**config.mk**
```make
export PLATFORM = sky130hd
export DESIGN_NAME = banked_window
export DESIGN_NICKNAME = d
export VERILOG_FILES = /design/src/rtl/banked_window_pkg.sv /design/src/rtl/bw_byte_splitter.sv /design/src/rtl/bw_page_addr.sv /design/src/rtl/bw_regfile.sv /design/src/rtl/banked_window.sv
export SDC_FILE = /design/constraint.sdc
export NUM_CORES = 1
export LEC_CHECK = 0
export ABC_AREA = 1
export BUFFER_PORTS_ARGS = -buffer_cell sky130_fd_sc_hd__buf_4
export CAP_MARGIN = 20
export CORE_UTILIZATION = 40
export DETAILED_ROUTE_END_ITERATION = 10
export GPL_TIMING_DRIVEN = 0
export PLACE_DENSITY = 0.58
export SETUP_SLACK_MARGIN = 0.15
export SYNTH_ARGS = -nofsm -noshare
export SYNTH_HDL_FRONTEND = slang
export SYNTH_SLANG_ARGS = --single-unit
```
**constraint.sdc**
```tcl
create_clock -name clk -period 6.33 [get_ports clk]
set_input_delay 0.3165 -clock clk [delete_from_list [all_inputs] [get_ports clk]]
set_output_delay 0.3165 -clock clk [all_outputs]
set_load 0.02 [all_outputs]
```
**src/rtl/banked_window_pkg.sv**
```systemverilog
package banked_window_pkg;

    typedef enum logic [1:0] {
        SZ_BYTE = 2'd0,
        SZ_HALF = 2'd1,
        SZ_WORD = 2'd2
    } acc_size_e;

    localparam logic [3:0] OFS_BANK_SEL = 4'd14;
    localparam logic [3:0] OFS_ID       = 4'd15;
    localparam logic [3:0] OFS_PNUM     = 4'd2;
    localparam logic [3:0] OFS_PTR_LO   = 4'd6;
    localparam logic [3:0] OFS_PTR_HI   = 4'd7;
    localparam logic [3:0] OFS_ERX      = 4'd12;
    localparam logic [3:0] OFS_SKIP     = 4'd12;

    localparam logic [7:0] ID_BYTE     = 8'h33;
    localparam logic [7:0] REV_BYTE    = 8'h91;
    localparam logic [7:0] PTR_HI_MASK = 8'hF7;
    localparam logic [4:0] ERX_RESET   = 5'h1F;

    localparam int PTR_W        = 16;
    localparam int PTR_PAGE_BIT = 15;
    localparam int PTR_AUTO_BIT = 14;

    typedef struct packed {
        logic        busy;
        logic        we;
        logic [3:0]  base;
        logic [1:0]  idx;
        logic [1:0]  last;
        logic [31:0] wdata;
        logic [31:0] rdata;
        logic        done;
    } seq_t;

    typedef struct packed {
        logic [7:0]       bank;
        logic [PTR_W-1:0] ptr;
        logic [7:0]       pnum;
        logic [4:0]       erx;
    } regs_t;

endpackage

```
**src/rtl/bw_byte_splitter.sv**
```systemverilog
module bw_byte_splitter
    import banked_window_pkg::*;
(
    input  logic        clk,
    input  logic        rst_n,
    input  logic        acc_valid,
    input  logic        acc_we,
    input  logic [3:0]  acc_addr,
    input  logic [1:0]  acc_size,
    input  logic [31:0] acc_wdata,
    input  logic [7:0]  byte_rdata,
    output logic        acc_done,
    output logic [31:0] acc_rdata,
    output logic        byte_en,
    output logic        byte_we,
    output logic [3:0]  byte_addr,
    output logic [7:0]  byte_wdata
);

    seq_t seq_d, seq_q;

    always_comb begin
        seq_d      = seq_q;
        seq_d.done = 1'b0;
        if (!seq_q.busy) begin
            if (acc_valid) begin
                seq_d.busy  = 1'b1;
                seq_d.we    = acc_we;
                seq_d.base  = acc_addr;
                seq_d.wdata = acc_wdata;
                seq_d.rdata = '0;
                case (acc_size)
                    SZ_BYTE: seq_d.last = 2'd0;
                    SZ_HALF: seq_d.last = 2'd1;
                    default: seq_d.last = 2'd3;
                endcase
                seq_d.idx = (acc_we && acc_size == SZ_WORD && acc_addr == OFS_SKIP)
                            ? 2'd2 : 2'd0;
            end
        end else begin
            if (!seq_q.we) begin
                seq_d.rdata[{seq_q.idx, 3'b000} +: 8] = byte_rdata;
            end
            if (seq_q.idx == seq_q.last) begin
                seq_d.busy = 1'b0;
                seq_d.done = 1'b1;
            end else begin
                seq_d.idx = seq_q.idx + 2'd1;
            end
        end
    end

    always_ff @(posedge clk) begin
        if (!rst_n) begin
            seq_q <= '0;
        end else begin
            seq_q <= seq_d;
        end
    end

    assign acc_done   = seq_q.done;
    assign acc_rdata  = seq_q.rdata;
    assign byte_en    = seq_q.busy;
    assign byte_we    = seq_q.we;
    assign byte_addr  = seq_q.base + {2'b00, seq_q.idx};
    assign byte_wdata = seq_q.wdata[{seq_q.idx, 3'b000} +: 8];

    // completion is a single-cycle pulse
    assert_done_pulse_R9: assert property (@(posedge clk) disable iff (!rst_n)
        seq_q.done |=> !seq_q.done);

    // bytes walk upward one address per clock
    assert_addr_step_R9: assert property (@(posedge clk) disable iff (!rst_n)
        (seq_q.busy && seq_q.idx != seq_q.last) |=> (byte_addr == $past(byte_addr) + 4'd1));

    // a four-byte write at offset 12 starts at offset 14
    assert_word_skip_R10: assert property (@(posedge clk) disable iff (!rst_n)
        (acc_valid && !seq_q.busy && acc_we && acc_size == SZ_WORD && acc_addr == OFS_SKIP)
        |=> (byte_en && byte_addr == OFS_BANK_SEL));

endmodule

```
**src/rtl/bw_page_addr.sv**
```systemverilog
module bw_page_addr #(
    parameter int NUM_PAGES = 4,
    parameter int PAGE_W    = 2,
    parameter int OFS_W     = 11,
    localparam int MEM_AW   = PAGE_W + OFS_W
) (
    input  logic              ptr_from_rxq,
    input  logic              ptr_auto,
    input  logic [OFS_W-1:0]  ptr_ofs,
    input  logic [7:0]        pnum,
    input  logic [7:0]        rxq_head,
    input  logic [1:0]        lane,
    output logic [MEM_AW-1:0] mem_addr,
    output logic              page_ok
);

    logic [7:0]       page;
    logic [OFS_W-1:0] ofs;

    always_comb begin
        page    = ptr_from_rxq ? rxq_head : pnum;
        page_ok = (32'(page) < NUM_PAGES);
        ofs     = ptr_auto ? ptr_ofs : ptr_ofs + OFS_W'(lane);
    end

    assign mem_addr = {page[PAGE_W-1:0], ofs};

endmodule

```
**src/rtl/bw_regfile.sv**
```systemverilog
module bw_regfile
    import banked_window_pkg::*;
#(
    parameter int OFS_W = 11
) (
    input  logic             clk,
    input  logic             rst_n,
    input  logic             byte_en,
    input  logic             byte_we,
    input  logic [3:0]       byte_addr,
    input  logic [7:0]       byte_wdata,
    input  logic             page_ok,
    input  logic [7:0]       mem_rdata,
    output logic [7:0]       byte_rdata,
    output logic [PTR_W-1:0] ptr,
    output logic [7:0]       pnum,
    output logic             mem_we,
    output logic             mem_re,
    output logic [7:0]       mem_wdata
);

    regs_t regs_d, regs_q;
    logic  wr;
    logic  data_sel;

    always_comb begin
        wr       = byte_en && byte_we;
        data_sel = (regs_q.bank == 8'd2) && (byte_addr[3:2] == 2'b10);
    end

    always_comb begin
        regs_d     = regs_q;
        byte_rdata = 8'h00;
        if (byte_addr == OFS_BANK_SEL) begin
            byte_rdata = regs_q.bank;
            if (wr) regs_d.bank = byte_wdata;
        end else if (byte_addr == OFS_ID) begin
            byte_rdata = ID_BYTE;
        end else if (regs_q.bank == 8'd2) begin
            case (byte_addr)
                OFS_PNUM: begin
                    byte_rdata = regs_q.pnum;
                    if (wr) regs_d.pnum = byte_wdata;
                end
                OFS_PTR_LO: begin
                    byte_rdata = regs_q.ptr[7:0];
                    if (wr) regs_d.ptr[7:0] = byte_wdata;
                end
                OFS_PTR_HI: begin
                    byte_rdata = regs_q.ptr[15:8] & PTR_HI_MASK;
                    if (wr) regs_d.ptr[15:8] = byte_wdata;
                end
                4'd8, 4'd9, 4'd10, 4'd11: begin
                    if (page_ok) begin
                        byte_rdata = mem_rdata;
                        if (byte_en && regs_q.ptr[PTR_AUTO_BIT]) begin
                            regs_d.ptr[OFS_W-1:0] = regs_q.ptr[OFS_W-1:0] + OFS_W'(1);
                        end
                    end
                end
                default: ;
            endcase
        end else if (regs_q.bank == 8'd3) begin
            case (byte_addr)
                4'd9, 4'd11: byte_rdata = ID_BYTE;
                4'd10:       byte_rdata = REV_BYTE;
                OFS_ERX: begin
                    byte_rdata = {3'b000, regs_q.erx};
                    if (wr) regs_d.erx = byte_wdata[4:0];
                end
                default: ;
            endcase
        end
    end

    always_ff @(posedge clk) begin
        if (!rst_n) begin
            regs_q.bank <= 8'h00;
            regs_q.ptr  <= '0;
            regs_q.pnum <= 8'h00;
            regs_q.erx  <= ERX_RESET;
        end else begin
            regs_q <= regs_d;
        end
    end

    assign ptr       = regs_q.ptr;
    assign pnum      = regs_q.pnum;
    assign mem_we    = byte_en && byte_we && data_sel && page_ok;
    assign mem_re    = byte_en && !byte_we && data_sel && page_ok;
    assign mem_wdata = byte_wdata;

    // auto-step advances the low offset bits, upper bits kept
    assert_autostep_R4: assert property (@(posedge clk) disable iff (!rst_n)
        (byte_en && data_sel && page_ok && regs_q.ptr[PTR_AUTO_BIT])
        |=> (regs_q.ptr[OFS_W-1:0] == OFS_W'($past(regs_q.ptr[OFS_W-1:0]) + OFS_W'(1))
             && regs_q.ptr[PTR_W-1:OFS_W] == $past(regs_q.ptr[PTR_W-1:OFS_W])));

    // lane-offset mode leaves the pointer alone
    assert_ptr_hold_R5: assert property (@(posedge clk) disable iff (!rst_n)
        (byte_en && data_sel && !regs_q.ptr[PTR_AUTO_BIT]) |=> $stable(regs_q.ptr));

    // an out-of-range page never moves the pointer
    assert_badpage_hold_R7: assert property (@(posedge clk) disable iff (!rst_n)
        (byte_en && data_sel && !page_ok) |=> $stable(regs_q.ptr));

    // early-receive field written with the low five bits
    assert_erx_write_R8: assert property (@(posedge clk) disable iff (!rst_n)
        (wr && regs_q.bank == 8'd3 && byte_addr == OFS_ERX)
        |=> (regs_q.erx == $past(byte_wdata[4:0])));

endmodule

```
**src/rtl/banked_window.sv**
```systemverilog
module banked_window
    import banked_window_pkg::*;
#(
    parameter int NUM_PAGES = 4,
    parameter int OFS_W     = 11,
    localparam int PAGE_W   = $clog2(NUM_PAGES),
    localparam int MEM_AW   = PAGE_W + OFS_W
) (
    input  logic              clk,
    input  logic              rst_n,
    input  logic              acc_valid,
    input  logic              acc_we,
    input  logic [3:0]        acc_addr,
    input  logic [1:0]        acc_size,
    input  logic [31:0]       acc_wdata,
    output logic              acc_done,
    output logic [31:0]       acc_rdata,
    input  logic [7:0]        rxq_head,
    output logic [MEM_AW-1:0] mem_addr,
    output logic              mem_we,
    output logic              mem_re,
    output logic [7:0]        mem_wdata,
    input  logic [7:0]        mem_rdata
);

    logic             byte_en;
    logic             byte_we;
    logic [3:0]       byte_addr;
    logic [7:0]       byte_wdata;
    logic [7:0]       byte_rdata;
    logic [PTR_W-1:0] ptr;
    logic [7:0]       pnum;
    logic             page_ok;

    bw_byte_splitter u_split (
        .clk        (clk),
        .rst_n      (rst_n),
        .acc_valid  (acc_valid),
        .acc_we     (acc_we),
        .acc_addr   (acc_addr),
        .acc_size   (acc_size),
        .acc_wdata  (acc_wdata),
        .byte_rdata (byte_rdata),
        .acc_done   (acc_done),
        .acc_rdata  (acc_rdata),
        .byte_en    (byte_en),
        .byte_we    (byte_we),
        .byte_addr  (byte_addr),
        .byte_wdata (byte_wdata)
    );

    bw_page_addr #(
        .NUM_PAGES (NUM_PAGES),
        .PAGE_W    (PAGE_W),
        .OFS_W     (OFS_W)
    ) u_addr (
        .ptr_from_rxq (ptr[PTR_PAGE_BIT]),
        .ptr_auto     (ptr[PTR_AUTO_BIT]),
        .ptr_ofs      (ptr[OFS_W-1:0]),
        .pnum         (pnum),
        .rxq_head     (rxq_head),
        .lane         (byte_addr[1:0]),
        .mem_addr     (mem_addr),
        .page_ok      (page_ok)
    );

    bw_regfile #(
        .OFS_W (OFS_W)
    ) u_regs (
        .clk        (clk),
        .rst_n      (rst_n),
        .byte_en    (byte_en),
        .byte_we    (byte_we),
        .byte_addr  (byte_addr),
        .byte_wdata (byte_wdata),
        .page_ok    (page_ok),
        .mem_rdata  (mem_rdata),
        .byte_rdata (byte_rdata),
        .ptr        (ptr),
        .pnum       (pnum),
        .mem_we     (mem_we),
        .mem_re     (mem_re),
        .mem_wdata  (mem_wdata)
    );

    // no memory strobe while the selected page is out of range
    assert_no_strobe_badpage_R7: assert property (@(posedge clk) disable iff (!rst_n)
        !page_ok |-> !(mem_we || mem_re));

endmodule

```
== After elaboration in Yosys (flattened, before gate mapping) ==
Index checks and enable logic that the tools add are counted.

* Register bits: 112
* Input bits: 58
* Output and inout bits: 56
* Word-level logic and storage cells: 103

* $add $sub $neg: 5
* $lt $le $gt $ge: 1
* Equal/unequal tests: 23
* Shift operators: 3
* Mux-type cells: 26
* Bitwise gates (word level): 4
* Reductions and logical operators: 27

{| class="wikitable"
|+ Operators with widths
! operator !! count
|-
| 74-bit two-way mux || 1
|-
| 32-bit two-way mux || 2
|-
| 8-bit two-way mux || 7
|-
| 11-bit two-way mux || 3
|-
| 32-bit bitwise mux || 1
|-
| 4-bit equality test (second input constant) || 8
|-
| 8-bit case mux with 4 select lines || 1
|-
| 8-bit by 7-bit variable shift with 32-bit output (first input constant) || 1
|-
| 32-bit by 6-bit indexed part select with 8-bit output || 1
|-
| 8-bit by 7-bit indexed part select with 32-bit output || 1
|-
| 8-bit case mux with 3 select lines || 1
|-
| 8-bit by 2-bit equality test with 1-bit output (second input constant) || 2
|-
| 8-bit case mux with 2 select lines || 1
|-
| 7-bit AND reduction || 2
|-
| 11-bit by 1-bit adder with 11-bit output (second input constant) || 1
|-
| 11-bit by 2-bit adder with 11-bit output || 1
|-
| 1-bit logical AND || 10
|-
| 2-bit AND reduction || 5
|-
| 5-bit AND reduction || 2
|-
| 4-bit by 3-bit equality test with 1-bit output (second input constant) || 2
|-
| 8-bit by 3-bit < comparator with 1-bit output (second input constant) || 1
|-
| 2-bit by 1-bit inequality test with 1-bit output (second input constant) || 4
|-
| 5-bit negation with 7-bit output || 1
|-
| 2-bit two-way mux || 3
|-
| other kinds (18) || 27
|}

== Depth between registers and ports, before layout ==
* Depth in word-level cells: 12
* Gate-level depth with buffers: 17
* Mapped depth without buffers: 16

== Hierarchy ==
From an unflattened synthesis, not the netlist that was laid out.

* Cells, all modules: 978
* Area total of the unflattened synthesis: 6568.8 um^2

{| class="wikitable"
|+ By module, submodules not included
! module !! times used !! cells each !! area each (um^2) !! sequential area each (um^2)
|-
| bw_byte_splitter || 1 || 468 || 3488.3 || 1501.4
|-
| bw_regfile || 1 || 434 || 2688.8 || 740.7
|-
| bw_page_addr || 1 || 76 || 391.6 || 0.0
|}

== Worst setup path after synthesis ==
No wires, ideal clock.

* Path kind: reg-to-output
* From: register u_split.seq_q[67] (netlist name)
* To: output mem_addr[10]
* Arrival time: 2324 ps
* Data required time: 6013 ps
* Setup slack: 3690 ps
* Stages on the path, launching flop included: 9
* Path buffers: 0
* Cell sequence: dfxtp_1 > ha_1 > fa_1 > fa_1 > nand2_1 > nor3_1 > nand2_1 > nor3_1 > xor2_1

* Cells in the longest elaborated chain, start to end: 3

{| class="wikitable"
|+ RTL lines
! item !! line !! RTL
|-
| start, declared || bw_byte_splitter.sv:20 || <nowiki>seq_t seq_d, seq_q;</nowiki>
|-
| start signal, assigned || bw_byte_splitter.sv:57 || <nowiki>seq_q <= seq_d;</nowiki>
|-
| 4-bit by 2-bit adder with 4-bit output || bw_byte_splitter.sv:65 || <nowiki>assign byte_addr = seq_q.base + {2'b00, seq_q.idx};</nowiki>
|-
| 11-bit by 2-bit adder with 11-bit output || bw_page_addr.sv:23 || <nowiki>ofs = ptr_auto ? ptr_ofs : ptr_ofs + OFS_W'(lane);</nowiki>
|-
| 11-bit two-way mux || bw_page_addr.sv:23 ||
|-
| end, declared || banked_window.sv:19 || <nowiki>output logic [MEM_AW-1:0] mem_addr,</nowiki>
|}

Every way passes these cells.

== Worst setup path in the final report ==
Same ends and word-level chain as after synthesis.

==> results.yml <==
outcome:
  status: "finished clean"
power:
  total_leakage_power_nw: 3.32
  worst_ir_drop_vdd_mv: 0.141
  cellPowerDensity_mw_per_mm2: 218
place:
  io_buffers: 112
  dp_hpwl_um: 14200
  place_congestion: 0.883
clock_tree:
  cts.clk_slew.worst_paths_ns: 0.07
  cts_num_sinks: 111
  cts.hold.buffers_added: 0
  cts_resized: 0
  post-cts-setup-buffers: 0
  htreeDepth: 3
  insertion_delay_of_the_later_clocked_pin_in_the_worst_skew_pair_ns: 0.36
  cts_tree: "yes"
  cts_root_buf: "sky130_fd_sc_hd__clkbuf_16"
  cts_made_buffers: 9
  ctsLongestPathBuffers: 2
cells_and_area:
  drive_above_1_share_pct: 19.4
  postLayoutCoreUtil_pct: 50.5
  num-nets-final: 1082
  layout-area-overhead-vs-synth_pct: 22.7
  antennaDiodeCount: 0
  fillerInstances: 1553
synthesis:
  synth.most_common_cell: "sky130_fd_sc_hd__nand2_1"
  synth_cell_types: 38
  netlist_instances: 890
  ys_dominant_reg_cell: "sky130_fd_sc_hd__dfxtp_1"
  synth_area_per_cell_um2: 6.76
  synth.top_cells.by_area: "sky130_fd_sc_hd__dfxtp_1 37%, sky130_fd_sc_hd__nand2_1 11%, sky130_fd_sc_hd__nor2_1 9.1%, sky130_fd_sc_hd__o21ai_0 6.4%, sky130_fd_sc_hd__a21oi_1 5.7%"
  ys_ff_latch: 111
  synth_top_area_cell: "sky130_fd_sc_hd__dfxtp_1"
  yosys-top-cells-count: "179 x sky130_fd_sc_hd__nand2_1, 146 x sky130_fd_sc_hd__nor2_1, 111 x sky130_fd_sc_hd__dfxtp_1, 81 x sky130_fd_sc_hd__inv_1, 77 x sky130_fd_sc_hd__o21ai_0"
  ys_warn_count: 0
  post_synth_instance_area_mm2: 0.00601
  synthArstFlopShare_pct: 0
  portion_of_synthesized_cell_area_occupied_by_the_leading_cell_type_pct: 37.0
  synth_sequential_area_ratio_pct: 37.0
  syn-num-nets: 959
  synth-edff-count: 0
detailed_routing:
  vias: 6066
  detailedRoute.firstPassIterationCount: 5
  detail-route-antenna-nets: 0
  first_iter_violations: 353
  wire_per_inst_um: 15.5
  route.detailed.vias_per_inst: 5.05
  drt-total-wl_um: 18700
  drcViolationCount: 0
critical_path:
  critical_path.max_stage_delay_ns: 0.65
  worstSetupStartpointType: "register"
  path_delay_family: "adder cells"
  critical_path.n_buffers_inverters: 1
  critPathCaptureType: "primary output"
  crit_reg_reg_startpoint: "u_split.seq_q[67]$_SDFFE_PN0P_"
  cp-startpoint: "u_split.seq_q[67]$_SDFFE_PN0P_"
  path_max_fanout: 7
  critical_path.cell_chain: "ha_1 -> fa_1 -> fa_1 -> nand2_1 -> nor3_1 -> nand2_1 -> nor3_1 -> xor2_1 -> buf_4"
  required_time_of_the_critical_path_ns: 6.01
  cpMaxStageDelayCell: "sky130_fd_sc_hd__fa_1"
  critPathArrivalTime_ns: 3.00
  setup.worst_path.class: "reg -> out"
floorplan:
  i_o_pin_total: 114
  dieWidth_um: 125
  floorplan.core_area_mm2: 0.0146
  die_area_mm2: 0.0155
  placementRows: 44
  initial_core_utilization_pct: 41.2
  height_of_the_die_um: 125
sta:
  number_of_slew_limit_violations_in_the_final_report: 0
  fmax_ghz: 0.301
  period_needed_ns: 3.32
  timing.slew.headroom_pct: 25.2
  finalHoldWorstSlack_ns: 0.174
  timing.final.crit_share_pct: 52.5
  finClkSkew_ns: 0.0142
  totalNegativeSetupSlack_ns: 0
  final_hold_viol_count: 0
  max_slew.worst_pin.slew_ns: 1.12
  grt_setup_unrepaired: "no"
  timing.final.setup_violations: 0
global_routing:
  grtUsageTotal_pct: 24.1
  grt_remaining_overflow: 0
  grt_first_pass_wirelength_um: 29300
  grt_max_degree: 19
  antenna_found_initial: 0
  first_global_vias: 5570
flow_run:
  maxCapViolations: 0
worst_hold_path:
  timing.hold.worst.start: "acc_wdata[7]"
  worst_hold_path_type: "in -> reg"
-- through the flow --
| step | instance area, um^2 | total power, W | cells | setup slack [ns] |
|---|---|---|---|---|
| detailed placement | 7080 | 0.00105 | 1186 | 3.33 |
| global route | 7370 | 0.00167 | 1202 | 2.71 |
| CTS | 7370 | 0.00162 | 1202 | 2.96 |
| global placement | 7080 | 0.00105 | 1186 | 3.32 |
| finish | 7370 | 0.00161 | 1202 | 3.01 |
| floorplan | 6010 | 0.000927 | 890 | 3.69 |
-- tightest hold or removal path, cell delays in order --
cell and delay, ns:
sky130_fd_sc_hd__buf_4 0.08, sky130_fd_sc_hd__nor2_1 0.03, sky130_fd_sc_hd__nor2_1 0.08
-- flip-flops by register name, indices dropped and copies added (netlist names) --
register	flops
u_regs.ptr	15
u_split.byte_we	1
u_split.byte_en	1
u_split.seq_q	40
u_regs.regs_q	13
u_split.acc_rdata	32
u_split.acc_done	1
u_regs.pnum	8
-- placed cells by master, fill, tap and decap left out, drive strengths merged --
cell    count
a211oi      1
a21boi      4
a21oi      68
a31oi       5
a32oi       5
buf       156
clkbuf     37
clkinv      4
dfxtp     111
fa          2
ha          9
inv        88
nand2     187
nand3      46
nand3b      2
nand4      25
nor2      155
nor3        5
nor4        2
o211ai      4
o21a        1
o21ai      81
o22ai       3
o41ai       1
xnor2       2
xor2       14
-- final timing paths --
check                                        end  slack [ns]  cells past startpoint
hold reg to reg      u_regs.ptr[12]$_SDFFE_PN0P_        0.46                      2
hold / removal    u_split.seq_q[40]$_SDFFE_PN0P_        0.17                      3
setup / recovery                    mem_addr[10]        3.01                      9
setup reg to reg     u_regs.pnum[6]$_SDFFE_PN0P_        3.31                     11
-- per-layer routing --
metal / GRT usage, % / routed length [um] / vias up
li1: - / - / 3099
met1: 33.1 / 8860 / 2728
met2: 37.4 / 8190 / 201
met3: 3.35 / 1040 / 38
met4: 10.5 / 561 / 0
met5: 0 / 0 / -
-- logic make-up (layout without fill, tap and decap cells) --
kind of cell / after synthesis / in the layout / synth area share (%)
XOR/XNOR: 16 / 16 / 2.33
flip-flops: 111 / 111 / 37.0
adder cells (fa/ha/maj): 11 / 11 / 2.54
AO/OA/AOI/OAI: 173 / 173 / 15.5
buffers and inverters: 157 / 285 / 12.2
AND/OR/NAND/NOR: 422 / 422 / 30.4
-- power breakdown --
group | internal, W | leakage, nW | total [W] | switching [W]
logic | 0.0000961 | 2.27 | 0.000304 | 0.000208
clock network | 0.000293 | 0.148 | 0.000567 | 0.000274
registers | 0.000722 | 0.904 | 0.000740 | 0.0000177
total | 0.00111 | 3.32 | 0.00161 | 0.000500
-- area by class of cell --
class / count / area (um^2) / area share (%)
multi-input combinational: 622 / 3050 / 41.4
sequential: 111 / 2220 / 30.1
timing repair buffer: 112 / 841 / 11.4
buffer: 70 / 409 / 5.55
inverter: 87 / 327 / 4.43
clock buffer: 11 / 253 / 3.43
tap: 184 / 230 / 3.12
clock inverter: 5 / 38.8 / 0.526
(Power assumes the default switching activity.)
